==> src/rtl/srl_pkg.sv <==
package srl_pkg;
  localparam int UNIT_DEPTH = 16;
  localparam int UNIT_AW    = $clog2(UNIT_DEPTH);
endpackage

==> src/rtl/srl_shift_chain.sv <==
module srl_shift_chain #(
  parameter int DEPTH = 16
) (
  input  logic             clk,
  input  logic             rst,
  input  logic             ce,
  input  logic             din,
  output logic [DEPTH-1:0] stages
);
  logic [DEPTH-1:0] sr;

  always_ff @(posedge clk) begin
    if (ce) sr <= {sr[DEPTH-2:0], din};
  end

  assign stages = sr;


  head_capture_chk: assert property (@(posedge clk) disable iff (rst)
    ce |=> sr[0] === $past(din));

  shift_move_chk: assert property (@(posedge clk) disable iff (rst)
    ce |=> sr[DEPTH-1:1] === $past(sr[DEPTH-2:0]));

  hold_when_idle_chk: assert property (@(posedge clk) disable iff (rst)
    !ce |=> $stable(sr));
endmodule

==> src/rtl/srl_tap_mux.sv <==
module srl_tap_mux #(
  parameter int DEPTH = 16,
  parameter int TW    = $clog2(DEPTH)
) (
  input  logic [DEPTH-1:0] stages,
  input  logic [TW-1:0]    tap,
  output logic             q
);
  always_comb q = stages[tap];
endmodule

==> src/rtl/srl_unit.sv <==
module srl_unit #(
  parameter int DEPTH = 16,
  parameter int TW    = $clog2(DEPTH)
) (
  input  logic          clk,
  input  logic          rst,
  input  logic          ce,
  input  logic          din,
  input  logic [TW-1:0] tap,
  output logic          q,
  output logic          cascade
);
  logic [DEPTH-1:0] stages;

  srl_shift_chain #(.DEPTH(DEPTH)) u_chain (
    .clk    (clk),
    .rst    (rst),
    .ce     (ce),
    .din    (din),
    .stages (stages)
  );

  srl_tap_mux #(.DEPTH(DEPTH), .TW(TW)) u_mux (
    .stages (stages),
    .tap    (tap),
    .q      (q)
  );

  assign cascade = stages[DEPTH-1];


  cascade_step_chk: assert property (@(posedge clk) disable iff (rst)
    ce |=> cascade === $past(stages[DEPTH-2]));
endmodule

==> src/rtl/srl_unit_select.sv <==
module srl_unit_select #(
  parameter int N_UNITS = 2,
  parameter int UW      = 1
) (
  input  logic [N_UNITS-1:0] unit_q,
  input  logic [UW-1:0]      unit_idx,
  input  logic               last,
  output logic               sel
);
  always_comb begin
    if (int'(unit_idx) < N_UNITS) sel = unit_q[unit_idx];
    else                          sel = last;
  end
endmodule

==> src/rtl/dly_line_chain.sv <==
module dly_line_chain import srl_pkg::*; #(
  parameter int N_UNITS = 2,
  parameter bit OUT_REG = 1'b1,
  parameter int AW      = $clog2(UNIT_DEPTH * N_UNITS)
) (
  input  logic          clk,
  input  logic          rst,
  input  logic          ce,
  input  logic          din,
  input  logic [AW-1:0] addr,
  output logic          dout,
  output logic          cascade_out
);
  localparam int UW = (AW > UNIT_AW) ? AW - UNIT_AW : 1;

  logic [N_UNITS:0]   link;
  logic [N_UNITS-1:0] unit_q;
  logic [UW-1:0]      uidx;
  logic               sel;

  assign link[0] = din;

  for (genvar u = 0; u < N_UNITS; u++) begin : g_unit
    srl_unit #(.DEPTH(UNIT_DEPTH), .TW(UNIT_AW)) u_unit (
      .clk     (clk),
      .rst     (rst),
      .ce      (ce),
      .din     (link[u]),
      .tap     (addr[UNIT_AW-1:0]),
      .q       (unit_q[u]),
      .cascade (link[u+1])
    );
  end

  if (AW > UNIT_AW) begin : g_hi
    assign uidx = addr[AW-1:UNIT_AW];
  end else begin : g_nohi
    assign uidx = '0;
  end

  srl_unit_select #(.N_UNITS(N_UNITS), .UW(UW)) u_sel (
    .unit_q   (unit_q),
    .unit_idx (uidx),
    .last     (link[N_UNITS]),
    .sel      (sel)
  );

  assign cascade_out = link[N_UNITS];

  if (OUT_REG) begin : g_oreg
    logic q_r;
    always_ff @(posedge clk) begin
      if (rst)     q_r <= 1'b0;
      else if (ce) q_r <= sel;
    end
    assign dout = q_r;


    out_reset_chk: assert property (@(posedge clk)
      rst |=> dout == 1'b0);

    out_load_chk: assert property (@(posedge clk) disable iff (rst)
      ce |=> dout === $past(sel));

    out_hold_chk: assert property (@(posedge clk) disable iff (rst)
      !ce |=> $stable(dout));
  end else begin : g_direct
    assign dout = sel;
  end
endmodule

==> config.mk <==
export PLATFORM = sky130hd
export DESIGN_NAME = dly_line_chain
export DESIGN_NICKNAME = d
export VERILOG_FILES = /design/src/rtl/srl_pkg.sv /design/src/rtl/srl_shift_chain.sv /design/src/rtl/srl_tap_mux.sv /design/src/rtl/srl_unit.sv /design/src/rtl/srl_unit_select.sv /design/src/rtl/dly_line_chain.sv
export SDC_FILE = /design/constraint.sdc
export NUM_CORES = 1
export LEC_CHECK = 0
export BUFFER_PORTS_ARGS = -buffer_cell sky130_fd_sc_hd__buf_2
export CAP_MARGIN = 20
export CORE_ASPECT_RATIO = 1.1
export CORE_UTILIZATION = 60
export CTS_CLUSTER_SIZE = 16
export DETAILED_ROUTE_END_ITERATION = 12
export PLACE_DENSITY_LB_ADDON = 0.2
export REMOVE_ABC_BUFFERS = 1
export SLEW_MARGIN = 15
export SYNTH_ARGS = -nofsm -noshare
export SYNTH_HDL_FRONTEND = slang
export SYNTH_SLANG_ARGS = --single-unit
export TNS_END_PERCENT = 20
==> constraint.sdc <==
create_clock -name clk -period 1.9 [get_ports clk]
set_clock_uncertainty 0.05 [all_clocks]
set_input_delay 0.095 -clock clk [delete_from_list [all_inputs] [get_ports clk]]
set_output_delay 0.095 -clock clk [all_outputs]
set_load 0.1 [all_outputs]
==> Yosys cells after proc, flatten, opt, wreduce, memory -nomap -nowiden <==
Cells that the tools add are included.
{ "word_totals": {"register_bits": 33, "input_bits": 9, "output_inout_bits": 2, "wordCells": 11} }
{ "classes": {"n_lt_le_gt_ge": 2, "mux": 6} }
{ "ops": {"columns": ["op", "count"], "rows": [
  ["binary-select mux 1 bit (select 4 bit)", 2],
  ["< comparator 4 x 5 -> 1 bit, second input constant", 1],
  ["two-way mux 1 bit", 4],
  ["< comparator 1 x 2 -> 1 bit, second input constant", 1]
]} }

==> Longest topological paths before layout <==
Gate-level depths: netlist of the first run.
{ "logic_depth": {"ltp_word": 4, "mapped_depth": 7, "ltp_nobuf": 5} }

==> Cells and area by module <==
A second synthesis of the first run with hierarchy kept.
{ "unflattened": {"hier_cells": 50, "area_unflattened_um2": 1280.0} }
{ "by_module_without_submodules": {"columns": ["module", "n_inst", "cells_each", "area_each_um2", "seq_area_each_um2"], "rows": [
  ["srl_shift_chain", 2, 16, 480.5, 480.5],
  ["srl_tap_mux", 2, 7, 135.1, 0.0],
  ["dly_line_chain", 1, 3, 33.8, 20.0],
  ["srl_unit_select", 1, 1, 15.0, 0.0]
]} }

==> Worst setup path after synthesis of the first run <==
Ideal clock, no wire load.
{ "synth_timing": {"path_kind": "register to register", "from": "reg g_unit[1].u_unit.u_chain.sr[15]", "to": "reg g_oreg.q_r, in the netlist dout", "setup_time_ns": 0.091, "arrival_time_ns": 1.775, "required_time_ns": 1.759, "slack_ns": -0.016, "path_stages_with_launch": 6, "path_buffers": 0, "period_less_slack_ns": 1.916, "cell_sequence": "edfxtp_1 -> mux2i_1 -> a22oi_2 -> nand3_1 -> and3_1 -> a311oi_1"} }
{ "synth_via": {"elab_chain_cells": 4} }
{ "synth_lines": {"columns": ["item", "line_no", "source"], "rows": [
  ["start, declared", "srl_shift_chain.sv:10", "logic [DEPTH-1:0] sr;"],
  ["start signal, assigned", "srl_shift_chain.sv:13", "if (ce) sr <= {sr[DEPTH-2:0], din};"],
  ["binary-select mux 1 bit (select 4 bit)", "srl_tap_mux.sv:9", "always_comb q = stages[tap];"],
  ["two-way mux 1 bit (not written as such)", "srl_tap_mux.sv:9", null],
  ["two-way mux 1 bit (not written as such) (2 in series)", "srl_unit_select.sv:11", "if (int'(unit_idx) < N_UNITS) sel = unit_q[unit_idx];"],
  ["end signal, assigned", "dly_line_chain.sv:54", "else if (ce) q_r <= sel;"],
  ["end, declared", "dly_line_chain.sv:51", "logic q_r;"]
]} }
No other way between the ends. The select of a mux whose other input is x is not followed.
A chain may end at the register's enable or synchronous reset.

==> Worst setup path after layout of the first run <==
{ "layout_timing": {"from": "reg g_unit[0].u_unit.u_chain.sr[7]", "to": "reg g_oreg.q_r, in the netlist dout"} }
{ "layout_via": {"elab_chain_cells": 4} }
{ "layout_lines": {"columns": ["item", "line_no"], "rows": [
  ["start, declared", "srl_shift_chain.sv:10"],
  ["start signal, assigned", "srl_shift_chain.sv:13"],
  ["binary-select mux 1 bit (select 4 bit)", "srl_tap_mux.sv:9"],
  ["two-way mux 1 bit (not written as such)", "srl_tap_mux.sv:9"],
  ["two-way mux 1 bit (not written as such) (2 in series)", "srl_unit_select.sv:11"]
]} }
No other way between the ends. The select of a mux whose other input is x is not followed.

==> results of run 1 <==
## synth_stat cells, types with 2 or more instances
cell / n
sky130_fd_sc_hd__a22oi_1: 3
sky130_fd_sc_hd__nand2_1: 5
sky130_fd_sc_hd__nand3_1: 4
sky130_fd_sc_hd__nor2_1: 2
sky130_fd_sc_hd__a21oi_1: 3
sky130_fd_sc_hd__edfxtp_1: 32
sky130_fd_sc_hd__nor2b_1: 2
sky130_fd_sc_hd__mux2i_1: 16
sky130_fd_sc_hd__nand2b_1: 2
## tightest hold or removal path, stage by stage
cell,delay (ns)
sky130_fd_sc_hd__buf_2,0.12
sky130_fd_sc_hd__nand2b_1,0.06
sky130_fd_sc_hd__a21oi_1,0.04
sky130_fd_sc_hd__nand3_1,0.07
sky130_fd_sc_hd__a311oi_1,0.08
## state kept, by name (all words and copies together), names as in the netlist
signal,flops
g_unit.u_unit.u_chain.stages,32
dout,1
## final timing paths
check | from | end | slack, ns | cells past startpoint
hold / removal | addr[4] | dout | 0.14 | 5
setup / recovery | g_unit[0].u_unit.u_chain.stages[7] | dout | 0.53 | 5
hold reg to reg | g_unit[0].u_unit.u_chain.stages[3] | g_unit[0].u_unit.u_chain.stages[4] | 0.41 | 0
setup reg to reg | g_unit[0].u_unit.u_chain.stages[7] | dout | 0.53 | 5
## power groups by stage
stage | sequential (mW) | clock (mW) | combinational (mW)
detailed placement | 0.883 | 0 | 0.112
finish | 0.866 | 0.382 | 0.114
global route | 0.871 | 0.433 | 0.124
CTS | 0.867 | 0.396 | 0.115
floorplan | 0.896 | 0 | 0.0446
global placement | 0.882 | 0 | 0.110
## cell type report
cell class              count  area (um2)  share of cell area [%]
clock buffers               8       58.81                   3.980
flip-flops and latches     33       980.9                   66.38
well taps                  28       35.03                   2.371
multi-input cells          42       310.3                   21.00
repair buffers             15       92.59                   6.266
## cell families after synthesis
| group | after synthesis | synth area share, % |
|---|---|---|
| buffers and inverters | 2 | 2.365 |
| DFF | 33 | 74.17 |
| muxes | 16 | 12.11 |
| and+or+nand+nor | 17 | 6.339 |
| AOI/OAI and AO/OA | 9 | 5.014 |
## metal layers
layer  global-route usage, %  up-vias
li1                        -      341
met1                   26.21      316
met2                   26.39       19
met3                   9.541        2
met4                   8.571        0
met5                       0        -
## through the flow
stage	hold WS, ns	util (%)
6_report	0.1449	72.37
5_1_grt	0.1575	72.37
4_1_cts	0.1346	72.37
3_5_place_dp	0.2236	68.50
3_3_place_gp	0.2168	68.50
2_1_floorplan	0.1171	-
==> impl_summary.txt, run 1 <==
----------------------------------------------------
[Die]
  Standard cell core area ... 2042 um2
  Starting utilization of the core area ... 64.77%
  Number of rows created at floorplan ... 17
  Total I/O pin count ... 11
  Area of the die ... 2396 um2
  Vertical die dimension ... 51.24 um
  X dimension of the die ... 46.77 um

[Setup path]
  Startpoint Class ... flop
  Cell with the largest stage delay on the worst path ... sky130_fd_sc_hd__edfxtp_1
  Count of buffer and inverter cells on the critical path ... 0
  Crit path DAT ... about 1.5 ns
  Worst endpoint required time ... 2.08 ns
  Critical Path Sink Type ... flop
  Slowest stage delay, CP ... about 0.36 ns
  Crit-path cells ... mux2i_1 -> a211oi_1 -> nand3_1 -> and3_1 -> a311oi_1
  Family with the most delay on the worst path ... compound AO/OA/AOI/OAI gates
  Top fanout value on the critical path ... 2
  Critical setup path kind ... reg2reg

[STA]
  Max Freq ... 730.5 MHz
  Worst-margin pin slew ... just under 0.5 ns
  Final setup violating endpoints ... 0
  Share of the clock period used by the worst path ... 72.05%
  Slack of the critical path ... 0.5310 ns
  Min Clock Period, post-route ... approximately 1.4 ns
  Accumulated negative setup slack ... 0 ns
  Number of endpoints with negative hold slack in the final report ... 0
  Number of max-slew violations in the final report ... 0
  Relative slew slack ... 68.00%
  Unrepaired setup endpoints after global routing ... false

[Power and ir drop]
  Maximum resistive drop on vdd ... 0.6650 mV
  Leakage component of the power ... 0.5574 nW
  Areal power density over the cells ... 921.5 nW/um2
  Flop pwr share ... 63.6%
  Power dissipated by switching net loads ... 0.2905 mW
  Post-layout total power ... ~1.4 mW
  Part of the total power dissipated in the clock network ... 28.0%
  Switching share of power ... between 20% and 30%
  Share of power burned in combinational logic ... about 8.4%
  Internal Power ... between 1 and 1.5 mW

[Yosys]
  Number of instances in the synthesized netlist ... 77
  Unique masters post-synth ... 17
  Portion of the post-synthesis area used by sequential elements ... 74.17%
  Area share of the largest cell type after synthesis ... 72.66%
  #FFs+latches synth ... 33
  Cell type contributing the most total cell area after synthesis ... sky130_fd_sc_hd__edfxtp_1
  Cell types occupying the most area after synthesis ... sky130_fd_sc_hd__edfxtp_1 73%, sky130_fd_sc_hd__mux2i_1 12%, sky130_fd_sc_hd__a22oi_1 1.7%, sky130_fd_sc_hd__buf_12 1.5%, sky130_fd_sc_hd__dfxtp_1 1.5%
  Synthesized area per cell ... 17.18 um2
  Fraction of registers with async set/reset ... 0%
  Total standard cell area after synthesis ... 1323 um2
  Total number of yosys warnings ... 0
  Number of enable-type register cells in the synthesized netlist ... 32
  Commonest register cell after synthesis ... sky130_fd_sc_hd__edfxtp_1

[Placement]
  Port buffer count ... 10
  Area after detailed placement ... 1399 um2
  Last weighted congestion value of the routability-driven placer ... approximately 0.80
  Total half-perimeter wirelength after legalization and detailed placement ... 1299 um
  Post-placement setup slack ... 0.3959 ns
  Instance count after placement with tap cells included ... 116

[Clocking]
  H-tree lvl count ... 2
  Clock Root Buffer ... sky130_fd_sc_hd__clkbuf_4
  Post_cts resized ... 0
  Post-CTS Hold Fix Bufs ... 2
  Clock buffer count from CTS ... 5
  Insertion delay of the later-clocked pin in the worst-skew pair ... roughly 0.32 ns
  Total number of clock tree sinks ... 33
  Worst-case clock buffer depth ... 2
  Post-CTS Repair Setup Buffers ... 0
  CTS clock-pin slew for the worst setup and hold paths ... 0.08 ns
  TritonCTS clock tree ... yes

[Global route]
  Antenna violations before repair ... 0
  GRT Residual Overflow ... 0
  First-pass GRT wire length ... 3042 um
  Global router's overall resource usage ... 19.46%
  Vias in the first global route ... around 670
  Largest net degree at the start of global routing ... 22

[Cells and area]
  Most common library cell in the layout ignoring fill and taps ... sky130_fd_sc_hd__edfxtp_1
  Most frequent cells in the layout ... 32 x sky130_fd_sc_hd__edfxtp_1, 16 x sky130_fd_sc_hd__mux2i_1, 10 x sky130_fd_sc_hd__buf_2
  Ant diodes ... 0
  Fillcell total ... about 160
  Synth-to-layout area growth ... 11.73%
  Layout cell share with drive strength beyond 1 ... about 20%
  Post-route design area ... 1478 um2
  Final Net Count ... 106
  Fin cells ... 126

[Outcome]
  Run status ... complete, no violations

[Routing]
  DRT iter0 DRCs ... 22
  Antenna Nets Post-Route ... 0
  Total via count after detailed routing ... between 600 and 700
  Wire length on met1 ... between 800 and 900 um
  Length of the first detailed-routing pass in iterations ... 4
  Per-cell routed wire length ... 14.59 um
  Top sig layer ... met4
  Met3 WL ... around 130 um
  Routed length on met2 ... 836 um
  Total wirelength of the detailed-routed design ... 1838 um
  Post-detailed-route via-to-cell ratio ... 5.381
  # DRC ... 0

[Worst hold path]
  HP Class ... in2reg

[Flow run]
  Max_cap viols ... 0

----------------------------------------------------
Power figures use the tool's default switching activity.
==> run 2: changes to the inputs <==
- CORE_UTILIZATION: 60 -> 51
- clock period: 1.9 -> 1.2 ns (I/O delays scaled with it)
==> impl_summary.txt, run 2 (synthesized netlist as in run 1, its figures left out) <==
----------------------------------------------------
[Outcome]
  Run status ... finished, violations left
  Violations in the final reports ... negative setup slack

[Flow run]
  Max_cap viols ... 0

[STA]
  Final setup violating endpoints ... 1
  Relative slew slack ... 81.55%
  Min Clock Period, post-route ... about 1.3 ns
  Number of max-slew violations in the final report ... 0
  Accumulated negative setup slack ... -0.06532 ns
  Share of the clock period used by the worst path ... 105.4%
  Slack of the critical path ... -0.06532 ns
  Worst-margin pin slew ... 0.2791 ns
  Unrepaired setup endpoints after global routing ... true
  Number of endpoints with negative hold slack in the final report ... 0
  Max Freq ... 790.3 MHz

[Worst hold path]
  HP Class ... in2reg

[Setup path]
  Critical setup path kind ... reg2reg
  Top fanout value on the critical path ... 2
  Crit path DAT ... 1.46 ns
  Worst endpoint required time ... 1.40 ns
  Startpoint Class ... flop
  Critical Path Sink Type ... flop

[Cells and area]
  Most frequent cells in the layout ... 32 x sky130_fd_sc_hd__edfxtp_1, 16 x sky130_fd_sc_hd__mux2i_1, 12 x sky130_fd_sc_hd__buf_4
  Most common library cell in the layout ignoring fill and taps ... sky130_fd_sc_hd__edfxtp_1
  Final Net Count ... 115
  Fin cells ... approximately 140
  Synth-to-layout area growth ... 18.73%
  Layout cell share with drive strength beyond 1 ... a little over a quarter
  Flip-flop count of the largest register after layout ... 32
  Ant diodes ... 0

[Power and ir drop]
  Maximum resistive drop on vdd ... 1.004 mV
  Power dissipated by switching net loads ... 0.4730 mW
  Flop pwr share ... 64.5%
  Internal Power ... ~1.6 mW
  Areal power density over the cells ... about 1400 nW/um2
  Share of power burned in combinational logic ... a little over a tenth
  Leakage component of the power ... 0.6064 nW
  Part of the total power dissipated in the clock network ... between 20% and 30%
  Switching share of power ... 22.29%

[Routing]
  Per-cell routed wire length ... around 14 um
  DRT iter0 DRCs ... 6
  Length of the first detailed-routing pass in iterations ... 4
  # DRC ... 0
  Post-detailed-route via-to-cell ratio ... 5.292
  Antenna Nets Post-Route ... 0
  Total via count after detailed routing ... 725
  Total wirelength of the detailed-routed design ... 1972 um

[Die]
  Total I/O pin count ... 11
  Vertical die dimension ... 55.41 um
  Standard cell core area ... 2472 um2
  Number of rows created at floorplan ... 19
  Starting utilization of the core area ... between 50% and 60%
  Area of the die ... 2801 um2
  X dimension of the die ... slightly above 50 um

[Clocking]
  H-tree lvl count ... 2
  CTS clock-pin slew for the worst setup and hold paths ... 0.09 ns
  Clock Root Buffer ... sky130_fd_sc_hd__clkbuf_4
  Total number of clock tree sinks ... 33
  Insertion delay of the later-clocked pin in the worst-skew pair ... approximately 0.33 ns
  Worst-case clock buffer depth ... 2
  Clock buffer count from CTS ... 5
  TritonCTS clock tree ... yes

[Placement]
  Last weighted congestion value of the routability-driven placer ... a little under 0.7
  Total half-perimeter wirelength after legalization and detailed placement ... 1341 um
  Port buffer count ... 10
  Instance count after placement with tap cells included ... 126
  Post-placement setup slack ... -0.1435 ns

[Global route]
  GRT Residual Overflow ... 0
  Vias in the first global route ... 739
  Antenna violations before repair ... 0
  First-pass GRT wire length ... 3374 um
  Largest net degree at the start of global routing ... 35
  Global router's overall resource usage ... 17.84%

----------------------------------------------------
==> run 2: cell count changes in the layout (fill, tap and decap cells not counted) <==
cell                       change
sky130_fd_sc_hd__a211oi_2      +1
sky130_fd_sc_hd__clkinv_1      +1
sky130_fd_sc_hd__buf_4         +9
sky130_fd_sc_hd__buf_12        +2
sky130_fd_sc_hd__clkbuf_8      -1
sky130_fd_sc_hd__a211oi_1      -1
sky130_fd_sc_hd__clkbuf_1      -1
sky130_fd_sc_hd__buf_2         -2
==> run 2: final timing paths <==
path / from / endpoint / slack (ns) / cells past startpoint
hold reg to reg: g_unit[1].u_unit.u_chain.stages[1] / g_unit[1].u_unit.u_chain.stages[2] / 0.40 / 0
setup / recovery: g_unit[0].u_unit.u_chain.stages[15] / dout / -0.07 / 5
hold / removal: addr[4] / dout / 0.1 / 5
setup reg to reg: g_unit[0].u_unit.u_chain.stages[15] / dout / -0.07 / 5
==> run 2: timing repair <==
item | in CTS | in global routing
endpoints found under the hold margin | 2 | 0
gates resized for setup | 2 | 1
setup buffers | 1 | 1
setup endpoints to repair | 3 | 1
pin swaps | 4 | 1
hold buffers | 2 | 0
==> run 2: area by class of cell <==
class,instances,area [um2]
multi-input combinational,42,315.3
tap,31,38.79
sequential,33,980.9
timing repair buffer,24,190.2
fill,191,902.1
clock buffer,6,41.29
clock inverter,1,3.754
==> run 2: power groups by stage <==
stage | clock network (mW) | registers [mW] | logic, mW
global placement | 0 | 1.40 | 0.204
detailed placement | 0 | 1.40 | 0.206
finish | 0.533 | 1.37 | 0.220
floorplan | 0 | 1.42 | 0.0706
global route | 0.608 | 1.38 | 0.238
CTS | 0.566 | 1.37 | 0.217
==> run 2: per-stage QoR <==
stage | utilization [%] | cell area [um2] | hold slack, ns | total power [mW]
6_report | 63.51 | 1570 | 0.09972 | 2.122
5_1_grt | 63.51 | 1570 | 0.1051 | 2.226
4_1_cts | 63.01 | 1558 | 0.08158 | 2.155
3_5_place_dp | 59.87 | 1480 | 0.1752 | 1.603
3_3_place_gp | 59.87 | 1480 | 0.1741 | 1.600
2_1_floorplan | - | 1291 | 0.08214 | 1.490
==> run 2: worst max-delay path: stages, from the launching register on <==
cell                       delay, ns
sky130_fd_sc_hd__edfxtp_1       0.38
sky130_fd_sc_hd__mux2i_1        0.08
sky130_fd_sc_hd__a22oi_1        0.18
sky130_fd_sc_hd__nand3_1        0.09
sky130_fd_sc_hd__and3_1         0.18
sky130_fd_sc_hd__a311oi_1       0.23
==> run 2: metal layers <==
metal  wire length (um)  vias up  track usage, %
met5                  0        -               0
met4                 61        0           10.71
met3                 96        5           9.366
met2                890       12           23.81
met1                923      347           22.77
li1                   -      361               -
==> run 3: changes to the inputs <==
- CORE_UTILIZATION: 51 -> 60
- SKIP_LAST_GASP: unset -> 1
- clock period: 1.2 -> 1.47 ns (I/O delays scaled with it)
==> impl_summary.txt, run 3 (synthesized netlist as in run 1, its figures left out) <==
----------------------------------------------------
[STA]
  Number of endpoints with negative hold slack in the final report ... 0
  Final setup violating endpoints ... 0
  Max Freq ... 728.9 MHz
  Slack of the critical path ... approximately 0.098 ns
  Relative slew slack ... 67.98%
  Unrepaired setup endpoints after global routing ... false
  Worst-margin pin slew ... 0.4836 ns
  Share of the clock period used by the worst path ... between 90% and 100%
  Min Clock Period, post-route ... 1.372 ns
  Number of max-slew violations in the final report ... 0

[Clocking]
  Clock buffer count from CTS ... 5
  Worst-case clock buffer depth ... 2
  TritonCTS clock tree ... yes
  Total number of clock tree sinks ... 33
  Clock Root Buffer ... sky130_fd_sc_hd__clkbuf_4
  H-tree lvl count ... 2
  CTS clock-pin slew for the worst setup and hold paths ... 0.09 ns
  Insertion delay of the later-clocked pin in the worst-skew pair ... 0.34 ns
  Post_cts resized ... 0

[Outcome]
  Run status ... complete, no violations

[Routing]
  Length of the first detailed-routing pass in iterations ... 3
  Per-cell routed wire length ... 16.28 um
  Total wirelength of the detailed-routed design ... about 2100 um
  DRT iter0 DRCs ... 14
  Post-detailed-route via-to-cell ratio ... 5.449
  Total via count after detailed routing ... ~690
  Antenna Nets Post-Route ... 0
  # DRC ... 0

[Global route]
  First-pass GRT wire length ... 3291 um
  Vias in the first global route ... 730
  Global router's overall resource usage ... 21.01%
  GRT Residual Overflow ... 0
  Largest net degree at the start of global routing ... 21
  Antenna violations before repair ... 0

[Cells and area]
  Flip-flop count of the largest register after layout ... 32
  Final core area utilization ... 73.90%
  Final Net Count ... 107
  Post-route design area ... 1509 um2
  Layout cell share with drive strength beyond 1 ... roughly 23%
  Ant diodes ... 0
  Fillcell total ... ~140
  Combined area of the multi-input logic cells ... 310.3 um2
  Fin cells ... 127
  Synth-to-layout area growth ... 14.10%
  Most frequent cells in the layout ... 32 x sky130_fd_sc_hd__edfxtp_1, 16 x sky130_fd_sc_hd__mux2i_1, 10 x sky130_fd_sc_hd__buf_2
  Reg area ... 980.9 um2
  Most common library cell in the layout ignoring fill and taps ... sky130_fd_sc_hd__edfxtp_1

[Die]
  Starting utilization of the core area ... 64.77%
  Vertical die dimension ... 51.24 um
  Total I/O pin count ... 11
  Number of rows created at floorplan ... 17
  Standard cell core area ... 2042 um2
  X dimension of the die ... around 47 um
  Area of the die ... approximately 2400 um2

[Placement]
  Post-placement setup slack ... about 0.088 ns
  Total half-perimeter wirelength after legalization and detailed placement ... 1415 um
  Area after detailed placement ... between 1000 and 1500 um2
  Instance count after placement with tap cells included ... 116
  Last weighted congestion value of the routability-driven placer ... around 0.77
  Port buffer count ... 10

[Setup path]
  Crit-path cells ... mux2i_1 -> a211oi_1 -> nand3_1 -> and3_1 -> a311oi_1
  Critical path origin ... g_unit[0].u_unit.u_chain.stages[6]
  Critical setup path kind ... reg2reg
  Family with the most delay on the worst path ... compound AO/OA/AOI/OAI gates
  Count of buffer and inverter cells on the critical path ... 0
  Worst endpoint required time ... 1.67 ns
  Startpoint Class ... flop
  Crit path DAT ... 1.57 ns
  Slowest stage delay, CP ... 0.39 ns
  Critical Path Sink Type ... flop
  R2R Path Start ... g_unit[0].u_unit.u_chain.stages[6]
  Top fanout value on the critical path ... 2
  Cell with the largest stage delay on the worst path ... sky130_fd_sc_hd__edfxtp_1

[Power and ir drop]
  Maximum resistive drop on vdd ... 0.8813 mV
  Leakage component of the power ... 0.5755 nW
  Areal power density over the cells ... 1224 nW/um2

[Worst hold path]
  Worst hold path startpoint ... addr[4]
  HP Class ... in2reg

[Flow run]
  Max_cap viols ... 0

----------------------------------------------------
run 3: cell count changes in the layout (fill, tap and decap cells not counted), sizes merged:
| cell | delta |
|---|---|
| buf | -8 |
| clkbuf | +1 |
run 3: cell type report:
type                       count  share of cell area (%)
clock buffer                   7                   4.312
clock inverter                 1                  0.3317
multi-input combinational     42                   20.56
sequential                    33                   65.01
tap                           28                   2.322
timing repair buffer          16                   7.463
run 3: per-layer routing:
layer	GRT usage [%]	up-vias	share of wire [%]
li1	-	341	-
met1	27.83	333	47
met2	29.86	13	47
met3	9.894	5	4.3
met4	8.095	0	1.8
met5	0	-	0
run 3: power breakdown:
part	internal [mW]	switching (mW)	total, mW	leakage (nW)
logic	0.0614	0.0963	0.158	0.213
clock network	0.277	0.292	0.569	0.0413
registers	1.09	0.0277	1.12	0.321
run 3: metrics by stage:
stage,power [mW],hold WS (ns),TNS (ns)
5_1_grt,1.909,0.1033,0
3_5_place_dp,1.292,0.1982,0
3_3_place_gp,1.287,0.1978,0
2_1_floorplan,1.216,0.09564,-0.4463
4_1_cts,1.855,0.09783,0
6_report,1.847,0.1114,0
run 3: tightest hold or removal path, delay by kind of cell:
family | cells | cell delay, ns
and+or+nand+nor | 2 | 0.14
buffers and inverters | 1 | 0.13
AOI/OAI and AO/OA | 2 | 0.12
run 3: final timing paths:
kind,cells past startpoint,endpoint,slack (ns)
worst max-delay path,5,dout,0.1
worst min-delay path,5,dout,0.11
worst max register to register,5,dout,0.1
worst min register to register,0,g_unit[0].u_unit.u_chain.stages[11],0.40
run 3: timing repair:
item | 4_1_cts | 5_1_grt
hold endpoints to repair | 2 | 0
hold buffers | 2 | 0
setup buffers | 0 | 1
endpoints found under the setup margin | 0 | 1
